## src/rtl/uart_regblk_pkg.sv

```systemverilog
package uart_regblk_pkg;
  localparam logic [5:0] OFS_MODE  = 6'h00;
  localparam logic [5:0] OFS_STAT  = 6'h04;
  localparam logic [5:0] OFS_CMD   = 6'h08;
  localparam logic [5:0] OFS_DATA  = 6'h0C;
  localparam logic [5:0] OFS_AUX   = 6'h10;
  localparam logic [5:0] OFS_INT   = 6'h14;
  localparam logic [5:0] OFS_BAUDA = 6'h18;
  localparam logic [5:0] OFS_BAUDB = 6'h1C;

  localparam int MODE0_RXSEL_BIT = 6;

  localparam logic [2:0] MISC_PTR_REWIND = 3'd1;
  localparam logic [2:0] MISC_RX_RESET   = 3'd2;
  localparam logic [2:0] MISC_TX_RESET   = 3'd3;
  localparam logic [2:0] MISC_BRK_CLEAR  = 3'd5;
  localparam logic [1:0] DIR_ON          = 2'd1;
  localparam logic [1:0] DIR_OFF         = 2'd2;

  typedef struct packed {
    logic ptr_rewind;
    logic rx_reset;
    logic tx_reset;
    logic brk_clear;
    logic tx_on;
    logic tx_off;
    logic rx_on;
    logic rx_off;
  } cmd_act_t;
endpackage

```

## src/rtl/uart_cmd_dec.sv

```systemverilog
module uart_cmd_dec
  import uart_regblk_pkg::*;
(
  input  logic       en,
  input  logic [7:0] cmd,
  output cmd_act_t   act
);
  logic [2:0] misc;
  logic [1:0] txf, rxf;
  logic       unused_top;

  assign misc       = cmd[6:4];
  assign txf        = cmd[3:2];
  assign rxf        = cmd[1:0];
  assign unused_top = cmd[7];

  always_comb begin
    act            = '0;
    act.ptr_rewind = en && (misc == MISC_PTR_REWIND);
    act.rx_reset   = en && (misc == MISC_RX_RESET);
    act.tx_reset   = en && (misc == MISC_TX_RESET);
    act.brk_clear  = en && (misc == MISC_BRK_CLEAR);
    act.tx_on      = en && (txf == DIR_ON);
    act.tx_off     = en && (txf == DIR_OFF);
    act.rx_on      = en && (rxf == DIR_ON);
    act.rx_off     = en && (rxf == DIR_OFF);
  end
endmodule

```

## src/rtl/uart_rx_fifo.sv

```systemverilog
module uart_rx_fifo #(
  parameter int DEPTH = 4,
  parameter int W     = 8,
  localparam int AW   = (DEPTH > 1) ? $clog2(DEPTH) : 1,
  localparam int CW   = $clog2(DEPTH + 1)
) (
  input  logic          clk,
  input  logic          rst,
  input  logic          flush,
  input  logic          push,
  input  logic          ovw,
  input  logic          pop,
  input  logic [W-1:0]  din,
  output logic [W-1:0]  dout,
  output logic [CW-1:0] count,
  output logic          full,
  output logic          empty
);
  localparam logic [AW-1:0] LAST = AW'(DEPTH - 1);

  logic [W-1:0]  mem [DEPTH];
  logic [AW-1:0] wr_ptr, rd_ptr, wr_prev;
  logic          do_pop, do_push, do_ovw;

  assign empty   = (count == '0);
  assign full    = (count == CW'(DEPTH));
  assign do_pop  = pop && !empty && !flush;
  assign do_push = push && (!full || do_pop) && !flush;
  assign do_ovw  = ovw && full && !do_pop && !flush;
  assign wr_prev = (wr_ptr == '0) ? LAST : wr_ptr - 1'b1;
  assign dout    = empty ? '0 : mem[rd_ptr];

  always_ff @(posedge clk) begin
    if (do_push) mem[wr_ptr] <= din;
    else if (do_ovw) mem[wr_prev] <= din;
  end

  always_ff @(posedge clk) begin
    if (rst || flush) begin
      wr_ptr <= '0;
      rd_ptr <= '0;
      count  <= '0;
    end else begin
      if (do_push) wr_ptr <= (wr_ptr == LAST) ? '0 : wr_ptr + 1'b1;
      if (do_pop)  rd_ptr <= (rd_ptr == LAST) ? '0 : rd_ptr + 1'b1;
      if (do_push && !do_pop)      count <= count + 1'b1;
      else if (do_pop && !do_push) count <= count - 1'b1;
    end
  end

  a_r7_count_bound: assert property (@(posedge clk) disable iff (rst)
    count <= CW'(DEPTH));
  a_r12_pop_push_level: assert property (@(posedge clk) disable iff (rst)
    (pop && push && !empty && !full && !flush) |=> $stable(count));
  a_r9_ovw_stays_full: assert property (@(posedge clk) disable iff (rst)
    (ovw && full && !pop && !flush) |=> full);
endmodule

```

## src/rtl/uart_tx_hold.sv

```systemverilog
module uart_tx_hold #(
  parameter int W = 8
) (
  input  logic         clk,
  input  logic         rst,
  input  logic         load,
  input  logic [W-1:0] ldata,
  input  logic         enable,
  input  logic         drop,
  output logic         pending,
  output logic         tx_valid,
  output logic [W-1:0] tx_data,
  input  logic         tx_ready
);
  logic fire;

  assign tx_valid = pending && enable;
  assign fire     = tx_valid && tx_ready;

  always_ff @(posedge clk) begin
    if (rst) begin
      pending <= 1'b0;
      tx_data <= '0;
    end else begin
      if (load) tx_data <= ldata;
      if (drop)      pending <= 1'b0;
      else if (load) pending <= 1'b1;
      else if (fire) pending <= 1'b0;
    end
  end

  a_r6_hold_stall: assert property (@(posedge clk) disable iff (rst)
    (tx_valid && !tx_ready && !load && !drop) |=> (pending && $stable(tx_data)));
  a_r6_accept_empties: assert property (@(posedge clk) disable iff (rst)
    (tx_valid && tx_ready && !load) |=> !pending);
endmodule

```

## src/rtl/uart_regblk.sv

```systemverilog
module uart_regblk
  import uart_regblk_pkg::*;
#(
  parameter int ADDR_W  = 8,
  parameter int RX_DEPTH = 4,
  localparam int DW     = 8,
  localparam int CW     = $clog2(RX_DEPTH + 1)
) (
  input  logic              clk,
  input  logic              rst,
  input  logic              bus_sel,
  input  logic              bus_we,
  input  logic [ADDR_W-1:0] bus_addr,
  input  logic [DW-1:0]     bus_wdata,
  output logic [DW-1:0]     bus_rdata,
  output logic              irq,
  input  logic              rx_valid,
  input  logic [DW-1:0]     rx_data,
  input  logic              rx_break,
  output logic              tx_valid,
  output logic [DW-1:0]     tx_data,
  input  logic              tx_ready
);
  logic [5:0]    ofs;
  logic          wr, rd, unused_hi;
  logic [DW-1:0] mode0, mode1, imask, baud_a, baud_b;
  logic          mode_ptr, tx_en, rx_en, brk_flag;
  cmd_act_t      act;
  logic          pop_req, fifo_push, fifo_full, fifo_empty, tx_pending;
  logic [DW-1:0] fifo_dout, fifo_din, status, istat;
  logic [CW-1:0] fifo_count;

  assign ofs       = bus_addr[5:0];
  assign unused_hi = ^bus_addr;
  assign wr        = bus_sel && bus_we;
  assign rd        = bus_sel && !bus_we;
  assign pop_req   = rd && (ofs == OFS_DATA);

  uart_cmd_dec u_dec (
    .en  (wr && (ofs == OFS_CMD)),
    .cmd (bus_wdata),
    .act (act)
  );

  assign fifo_push = rx_break || (rx_valid && rx_en && !fifo_full);
  assign fifo_din  = rx_break ? '0 : rx_data;

  uart_rx_fifo #(.DEPTH(RX_DEPTH), .W(DW)) u_fifo (
    .clk   (clk),
    .rst   (rst),
    .flush (act.rx_reset),
    .push  (fifo_push),
    .ovw   (rx_break),
    .pop   (pop_req),
    .din   (fifo_din),
    .dout  (fifo_dout),
    .count (fifo_count),
    .full  (fifo_full),
    .empty (fifo_empty)
  );

  uart_tx_hold #(.W(DW)) u_tx (
    .clk      (clk),
    .rst      (rst),
    .load     (wr && (ofs == OFS_DATA)),
    .ldata    (bus_wdata),
    .enable   (tx_en),
    .drop     (act.tx_reset),
    .pending  (tx_pending),
    .tx_valid (tx_valid),
    .tx_data  (tx_data),
    .tx_ready (tx_ready)
  );

  assign status = {4'b0, !tx_pending, tx_en, fifo_full, !fifo_empty};
  assign istat  = {5'b0, brk_flag,
                   mode0[MODE0_RXSEL_BIT] ? fifo_full : !fifo_empty, tx_en};
  assign irq    = |(istat & imask);

  always_ff @(posedge clk) begin
    if (rst) begin
      mode0 <= '0; mode1 <= '0; mode_ptr <= 1'b0;
      imask <= '0; baud_a <= '0; baud_b <= '0;
      tx_en <= 1'b0; rx_en <= 1'b0; brk_flag <= 1'b0;
    end else begin
      if (wr && ofs == OFS_MODE) begin
        if (mode_ptr) mode1 <= bus_wdata;
        else          mode0 <= bus_wdata;
        mode_ptr <= 1'b1;
      end
      if (act.ptr_rewind) mode_ptr <= 1'b0;
      if (wr && ofs == OFS_INT)   imask  <= bus_wdata;
      if (wr && ofs == OFS_BAUDA) baud_a <= bus_wdata;
      if (wr && ofs == OFS_BAUDB) baud_b <= bus_wdata;
      if (act.tx_reset) tx_en <= 1'b0;
      if (act.tx_on)       tx_en <= 1'b1;
      else if (act.tx_off) tx_en <= 1'b0;
      if (act.rx_reset) rx_en <= 1'b0;
      if (act.rx_on)       rx_en <= 1'b1;
      else if (act.rx_off) rx_en <= 1'b0;
      if (act.brk_clear) brk_flag <= 1'b0;
      if (rx_break)      brk_flag <= 1'b1;
    end
  end

  always_ff @(posedge clk) begin
    if (rst) bus_rdata <= '0;
    else if (rd) begin
      case (ofs)
        OFS_MODE:  bus_rdata <= mode_ptr ? mode1 : mode0;
        OFS_STAT:  bus_rdata <= status;
        OFS_DATA:  bus_rdata <= fifo_dout;
        OFS_AUX:   bus_rdata <= '0;
        OFS_INT:   bus_rdata <= istat;
        OFS_BAUDA: bus_rdata <= baud_a;
        OFS_BAUDB: bus_rdata <= baud_b;
        default:   bus_rdata <= '0;
      endcase
    end
  end

  a_r3_ptr_advance: assert property (@(posedge clk) disable iff (rst)
    (wr && ofs == OFS_MODE) |=> mode_ptr);
  a_r8_drop_rejected: assert property (@(posedge clk) disable iff (rst)
    (rx_valid && !rx_break && (!rx_en || fifo_full) && !pop_req && !act.rx_reset)
      |=> $stable(fifo_count));
  a_r11_irq_needs_mask: assert property (@(posedge clk) disable iff (rst)
    irq |-> (imask != '0));
  a_r5_rx_reset_empties: assert property (@(posedge clk) disable iff (rst)
    act.rx_reset |=> (fifo_empty && !rx_en));
endmodule

```

## config.mk

```make
export PLATFORM = sky130hd
export DESIGN_NAME = uart_regblk
export DESIGN_NICKNAME = d
export VERILOG_FILES = /design/src/rtl/uart_regblk_pkg.sv /design/src/rtl/uart_cmd_dec.sv /design/src/rtl/uart_rx_fifo.sv /design/src/rtl/uart_tx_hold.sv /design/src/rtl/uart_regblk.sv
export SDC_FILE = /design/constraint.sdc
export NUM_CORES = 1
export LEC_CHECK = 0
export BUFFER_PORTS_ARGS = -buffer_cell sky130_fd_sc_hd__buf_2
export CAP_MARGIN = 0
export CELL_PAD_IN_SITES_DETAIL_PLACEMENT = 1
export CELL_PAD_IN_SITES_GLOBAL_PLACEMENT = 2
export CORE_ASPECT_RATIO = 0.8
export CORE_MARGIN = 2
export CORE_UTILIZATION = 41
export DETAILED_ROUTE_END_ITERATION = 10
export PLACE_DENSITY = 0.83
export RECOVER_POWER = 25
export SLEW_MARGIN = 15
export SYNTH_ARGS = -nofsm -noshare
export SYNTH_HDL_FRONTEND = slang
export SYNTH_SLANG_ARGS = --single-unit
```

## constraint.sdc

```tcl
create_clock -name clk -period 8.3 [get_ports clk]
set_input_delay 0.83 -clock clk [delete_from_list [all_inputs] [get_ports clk]]
set_output_delay 0.83 -clock clk [all_outputs]
set_load 0.02 [all_outputs]
```

==> flow_summary.toml, run 1 <==
[run_status]
outcome = "finished clean"

[grt]
track_usage = 0.204
grt_pass1_wl_mm = 17.7
use_met3 = 0.0381
overflow = 0
grtUsageMet2 = 0.340
first_global_vias = 3278
grt.busiest_layer = "met2"
grt_antenna_before_repair = 0
grt_max_degree = 61
grt_use_met1 = 0.277

[clock_tree]
cts.clk_slew.worst_paths_ns = 0.06
cts_buffers = 9
htreeDepth = 3
cts_tree = "yes"
cts_resized = 0
post_cts_buffers = 0
clock_latency_ns = 0.34
postCtsHoldBufs = 0
clk_path_buf_depth = 2
clock-root-buffer = "clkbuf_16"
cts.sinks = 97

[critical_path]
cp.arrival_ns = 3.53
path_cells = "buf_2 > nor2b_1 > a41oi_2 > nor2_1 > ha_1 > inv_1 > fa_1 > xor2_1 > nor2_1 > xnor2_1 > nor2_1"
cp-startpoint = "bus_sel"
endpoint_kind = "flop"
crit_top_cell = "nor2_1"
cp_slowest_stage_delay_ns = 0.87
r2r_start = "u_fifo.count[0]"
crit_slowest_cell = "nor2b_1"
startpoint_type = "input port"
critical_path_class = "input port to flop"
cp_max_fo = 12
required_ns = 8.52

[hold_path]
hp-class = "flop to flop"
hold_start = "bus_rdata[2]"

[drt]
drc = 0
drt.antenna.violating_nets = 0
via_per_inst = 5.60
dr.pass1.iters = 4
drt_iter0_drc = 133
totalWireLength_mm = 11.2
avgRoutedWirePerCell_um = 19.3
vias = 3252

[synth]
synth_seq_cells = 97
synth_area_leaders = "dfxtp_1 (30%), edfxtp_1 (22%), mux2i_1 (12%), nor2_1 (5.8%), mux4_2 (4.1%)"
ys_types = 56
yosys-top-cells-count = "nor2_1 (68), dfxtp_1 (65), mux2i_1 (54)"
syn_avg_cell_area_sq_um = 11.0
synthCells = 399
syn_area_sq_mm = 0.00438
synthArstFlopShare = 0
ys.flop_type = "dfxtp_1"
yosysMostFrequentCell = "nor2_1"
synth.top_cell.area_share = 0.297
synth_edf_count = 32
yosys_warnings = 0
synthAdderAreaFrac = 0.0160
syn_nets = 435
yosys.area_share.simple = 0.173
synth.largest_area_cell = "dfxtp_1"
synth.area.mux_share = 0.167
synth_top_family_by_area = "simple AND/OR/NAND/NOR gates"
synth_compound_area_frac = 0.0854
ys_seq_area_frac = 0.516
synth_xor_area_frac = 0.00800

[timing]
fin_worst_skew_ns = 0.00540
finalCritPeriodShare = 0.398
slew_violations = 0
period_minus_slack_ns = 3.30
tightestPinTransition_ns = 1.11
setup_viol = 0
rsz0062_at_grt = "no"
clock.fmax_mhz = 303
maxSlewHeadroom = 0.259
tns_ns = 0
holdWs_ns = 0.496
finalHoldViolCount = 0

[cells_and_area]
antennaDiodeCount = 0
area_delta_synth_final_pct = 14.3
final_core_util = 0.485
n_fill_cell = 1135
layout-drive-gt1-share = 0.181
final_net_count = 472

[placed_design]
gp_congestion = 0.822
dp_hpwl_mm = 7.87
port_buffers = 46

[floorplan]
io_pins = 49
floorplan.initialDensity = 0.424
rows = 33
die_h_um = 96.5
die_x_um = 120
die_area_sq_mm = 0.0115
core_sq_mm = 0.0103

[pwr]
powerDensity_mw_per_mm2 = 219
p_leak_nw = 1.79
vdd.ir_drop.worst_mv = 0.113
p_total_mw = 1.09

[run]
maxCapViolCount = 0
==> power breakdown <==
group	switching, mW	internal (mW)
sequential	0.0165	0.521
clock	0.180	0.239
combinational	0.0857	0.0509
total	0.283	0.812
==> flip-flops by register name, summed over array words and instances (netlist names), 2 cells and up, named ones only <==
name,count
mode1,8
u_fifo.wr_ptr,2
imask,3
u_fifo.rd_ptr,2
baud_b,8
u_fifo.count,3
baud_a,8
u_tx.tx_data,8
mode0,8
bus_rdata,8
u_fifo.mem,32
==> worst max-delay path: cells and delay by family <==
family          cells  cell delay, ns
simple gates        4            1.24
fa+ha+maj           2            0.56
compound gates      1            0.43
xor+xnor            2            0.28
buf+inv             2            0.19
==> metal layers <==
layer,vias to the layer above,part of all wire
met5,-,0
met4,0,0.010
met3,11,0.033
met2,62,0.47
met1,1643,0.48
li1,1536,-
==> final cells by class <==
| type | instances | area, sq um | share of cell area |
|---|---|---|---|
| clock buffer | 11 | 235 | 0.0470 |
| clock inverter | 5 | 63.8 | 0.0127 |
| inverter | 11 | 41.3 | 0.00825 |
| multi-input combinational | 267 | 1980 | 0.395 |
| sequential | 97 | 2260 | 0.452 |
| tap | 140 | 175 | 0.0350 |
| timing repair buffer | 50 | 254 | 0.0507 |
==> layout by cell type (no fill, tap or decap), types with 3 or more instances in the layout <==
cell type,instances
nand4_1,6
buf_4,4
clkbuf_16,9
a21oi_1,13
edfxtp_1,32
nand3_1,3
o21ai_0,6
mux4_2,8
clkbuf_1,5
o41ai_1,5
inv_1,11
nand2_1,6
nand2b_1,7
nand3b_1,3
nor2b_1,11
nor4_1,3
a221oi_1,6
and3_1,3
and2_1,3
nor3_1,16
a211oi_1,5
buf_2,41
ha_1,4
nor2_1,68
dfxtp_1,65
mux2i_1,54
==> cell families (layout without fill, tap and decap cells) <==
group	after synthesis	after routing
compound gates	51	51
xor+xnor	4	4
fa+ha+maj	5	5
buf+inv	35	77
flops	97	97
mux	63	63
simple gates	144	144
==> per-stage QoR <==
step                instances  setup WS, ns  cell area (sq um)
finish                    581          5.00               5010
global route              581          4.75               5010
CTS                       581          5.01               5010
detailed placement        565          4.65               4710
global placement          565          4.74               4710
floorplan                 399          4.91               4380
==> path summary, 6_finish.rpt <==
path,to,slack (ns),cells past startpoint
worst max-delay path,u_fifo.count[2],5.00,11
worst min-delay path,bus_rdata[2],0.50,2
worst max register to register,u_fifo.count[1],5.82,8
worst min register to register,bus_rdata[2],0.50,2
(Power assumes the default switching activity.)
==> run 2: changes to the inputs <==
- ABC_AREA: unset -> 1
- CORE_UTILIZATION: 41 -> 31
- PLACE_DENSITY: 0.83 -> 0.74
- clock period: 8.3 -> 2.7 ns (I/O delays scaled with it)
==> flow_summary.toml, run 2 <==
[drt]
drt_iter0_drc = 183
vias = 3679
totalWireLength_mm = 12.3
drt.antenna.violating_nets = 0
via_per_inst = 4.77
drc = 0
avgRoutedWirePerCell_um = 15.9
dr.pass1.iters = 4

[timing]
clock.fmax_mhz = 442
period_minus_slack_ns = 2.26
finalCritPeriodShare = 0.837
slew_violations = 0
rsz0062_at_grt = "no"
finalHoldViolCount = 0
tightestPinTransition_ns = 0.565
maxSlewHeadroom = 0.623
tns_ns = 0
post-route-worst-setup-slack_ns = 0.439
setup_viol = 0
fin_worst_skew_ns = 0.00796
holdWs_ns = 0.205

[clock_tree]
cts_buffers = 9
cts_resized = 0
postCtsHoldBufs = 0
cts_tree = "yes"
clock-root-buffer = "clkbuf_16"
clk_path_buf_depth = 2
cts.sinks = 97
cts.clk_slew.worst_paths_ns = 0.06
htreeDepth = 3
post_cts_buffers = 0
clock_latency_ns = 0.35

[critical_path]
crit_top_cell = "inv_1"
path_cells = "inv_1 > nand2_1 > nor2_1 > nor2_4 > nand2_4 > nand2_1 > nand2_2 > inv_1 > ha_1 > inv_1 > fa_1 > mux2i_1 > nor2_1"
crit_family = "simple AND/OR/NAND/NOR gates"
cp_slowest_stage_delay_ns = 0.42
crit_cells = 13
reg2reg_depth = 13
startpoint_type = "flop"
critical_path_class = "flop to flop"
regToRegSetupSlack_ns = 0.44
r2r-end = "u_fifo.count[1]"
cp_max_fo = 6
r2r_start = "u_fifo.count[0]"
crit_slowest_cell = "fa_1"
critical_path_buf_inv_count = 3
cp.arrival_ns = 2.50
required_ns = 2.94
endpoint_kind = "flop"

[synth]
syn_area_sq_mm = 0.00437
synth_seq_cells = 97
yosysMostFrequentCell = "nand2_1"
ys.flop_type = "dfxtp_1"
yosys-top-cells-count = "nand2_1 (95), nor2_1 (81), dfxtp_1 (65)"
yosys_warnings = 0
ys_types = 40
synth.largest_area_cell = "dfxtp_1"
synthArstFlopShare = 0
synth.top_cell.area_share = 0.298
synth_edf_count = 32
syn_nets = 572
synthCells = 536
syn_avg_cell_area_sq_um = 8.15
synth_area_leaders = "dfxtp_1 (30%), edfxtp_1 (22%), nand2_1 (8.2%), o21ai_0 (7.0%), nor2_1 (7.0%)"
ys_seq_area_frac = 0.518

[run]
maxCapViolCount = 0

[cells_and_area]
seqCellArea_sq_mm = 0.00226
largest_reg_flops = 32
final_common_cell = "nand2_1"
final_net_count = 623
n_fill_cell = 1626
layout-drive-gt1-share = 0.154
largest-register = "u_fifo.mem"
multi_input_area_sq_mm = 0.00177
antennaDiodeCount = 0
final_core_util = 0.375
area_delta_synth_final_pct = 17.2
finalNonFillerCells = 772
layout_common_cells = "nand2_1 (95), nor2_1 (81), dfxtp_1 (65)"

[hold_path]
min_to = "u_tx.pending"
hold_start = "tx_ready"
hold_depth = 4
hp-class = "input port to flop"

[pwr]
p_sw_frac = 0.248
powerDensity_mw_per_mm2 = 652
power.share.clock = 0.395
p_int_mw = 2.51
p_leak_nw = 2.19
vdd.ir_drop.worst_mv = 0.329
combPwrFrac = 0.115
seqPwrFrac = 0.490
switchingPower_mw = 0.826

[grt]
overflow = 0
track_usage = 0.176
grt_pass1_wl_mm = 19.6
grt_antenna_before_repair = 0
grt_max_degree = 51
first_global_vias = 3678

[floorplan]
core_sq_mm = 0.0136
rows = 38
die_x_um = 137
floorplan.initialDensity = 0.320
die_h_um = 110
io_pins = 49
die_area_sq_mm = 0.0151

[placed_design]
dp_hpwl_mm = 9.19
port_buffers = 46
gp_congestion = 0.768
placed_cells = 756
place_ws_ns = 0.265

[run_status]
outcome = "finished clean"
run 2: cell count changes after synthesis, moves of 6 or more:
cell / previous run / this run
mux2i_1: 54 / 1
nand3_1: 3 / 22
nand2_1: 6 / 95
clkbuf_1: 20 / 6
nor2_4: 0 / 7
o21ai_0: 6 / 61
mux4_2: 8 / 0
nor2b_1: 11 / 0
nor2_1: 68 / 81
inv_1: 11 / 61
a21oi_1: 13 / 39
nor3_1: 17 / 5
nand2b_1: 7 / 0
inv_2: 0 / 6
run 2: worst register-to-register path, stage by stage (launching register included):
cell	delay, ns
dfxtp_1	0.36
inv_1	0.07
nand2_1	0.04
nor2_1	0.35
nor2_4	0.07
nand2_4	0.12
nand2_1	0.08
nand2_2	0.11
inv_1	0.05
ha_1	0.18
inv_1	0.10
fa_1	0.42
mux2i_1	0.14
nor2_1	0.06
run 2: how the worst max path moves through the flow:
stage	from	slack [ns]	endpoint
after global routing	u_fifo.count[0]	0.19	u_fifo.count[2]
after floorplan	bus_we	0.62	u_fifo.count[2]
after CTS	u_fifo.count[0]	0.45	u_fifo.count[2]
final	u_fifo.count[0]	0.44	u_fifo.count[1]
after global placement	bus_addr[2]	0.34	u_fifo.count[1]
after detailed placement	bus_addr[2]	0.27	u_fifo.count[1]
run 2: cells by family (layout without fill, tap and decap cells):
family                   count (synthesis)  in the layout  share of synthesized area
AO/OA/AOI/OAI                          121            121                      0.148
XOR/XNOR                                 2              2                    0.00401
adder cells (fa/ha/maj)                  5              5                     0.0160
buffers and inverters                   83            139                     0.0779
flip-flops                              97             97                      0.518
multiplexers                             1              1                    0.00229
AND/OR/NAND/NOR                        227            227                      0.234
run 2: power by group through the flow:
| stage | Combinational (mW) | Clock [mW] | Sequential, mW |
|---|---|---|---|
| 2_1_floorplan | 0.238 | 0 | 1.66 |
| 3_3_place_gp | 0.375 | 0 | 1.66 |
| 3_5_place_dp | 0.387 | 0 | 1.67 |
| 4_1_cts | 0.389 | 1.36 | 1.63 |
| 5_1_grt | 0.441 | 1.41 | 1.64 |
| 6_report | 0.384 | 1.32 | 1.63 |
run 2: final cells by class:
class | count | share of cell area
tap | 180 | 0.0440
inverter | 67 | 0.0491
timing repair buffer | 56 | 0.0584
clock buffer | 16 | 0.0614
multi-input combinational | 356 | 0.345
sequential | 97 | 0.442
run 2: routing by layer:
layer | part of all wire | wire, um | vias to the layer above | GRT usage
met1 | 0.52 | 6460 | 1777 | 0.249
met4 | 0.0091 | 112 | 0 | 0.0446
met2 | 0.43 | 5320 | 40 | 0.266
met5 | 0 | 0 | - | 0
li1 | - | - | 1853 | -
met3 | 0.034 | 417 | 9 | 0.0462
run 2: per-stage QoR:
stage	area [sq um]	total power, mW
floorplan	4370	1.90
global placement	4810	2.04
detailed placement	4810	2.05
CTS	5120	3.38
global route	5120	3.49
finish	5120	3.34
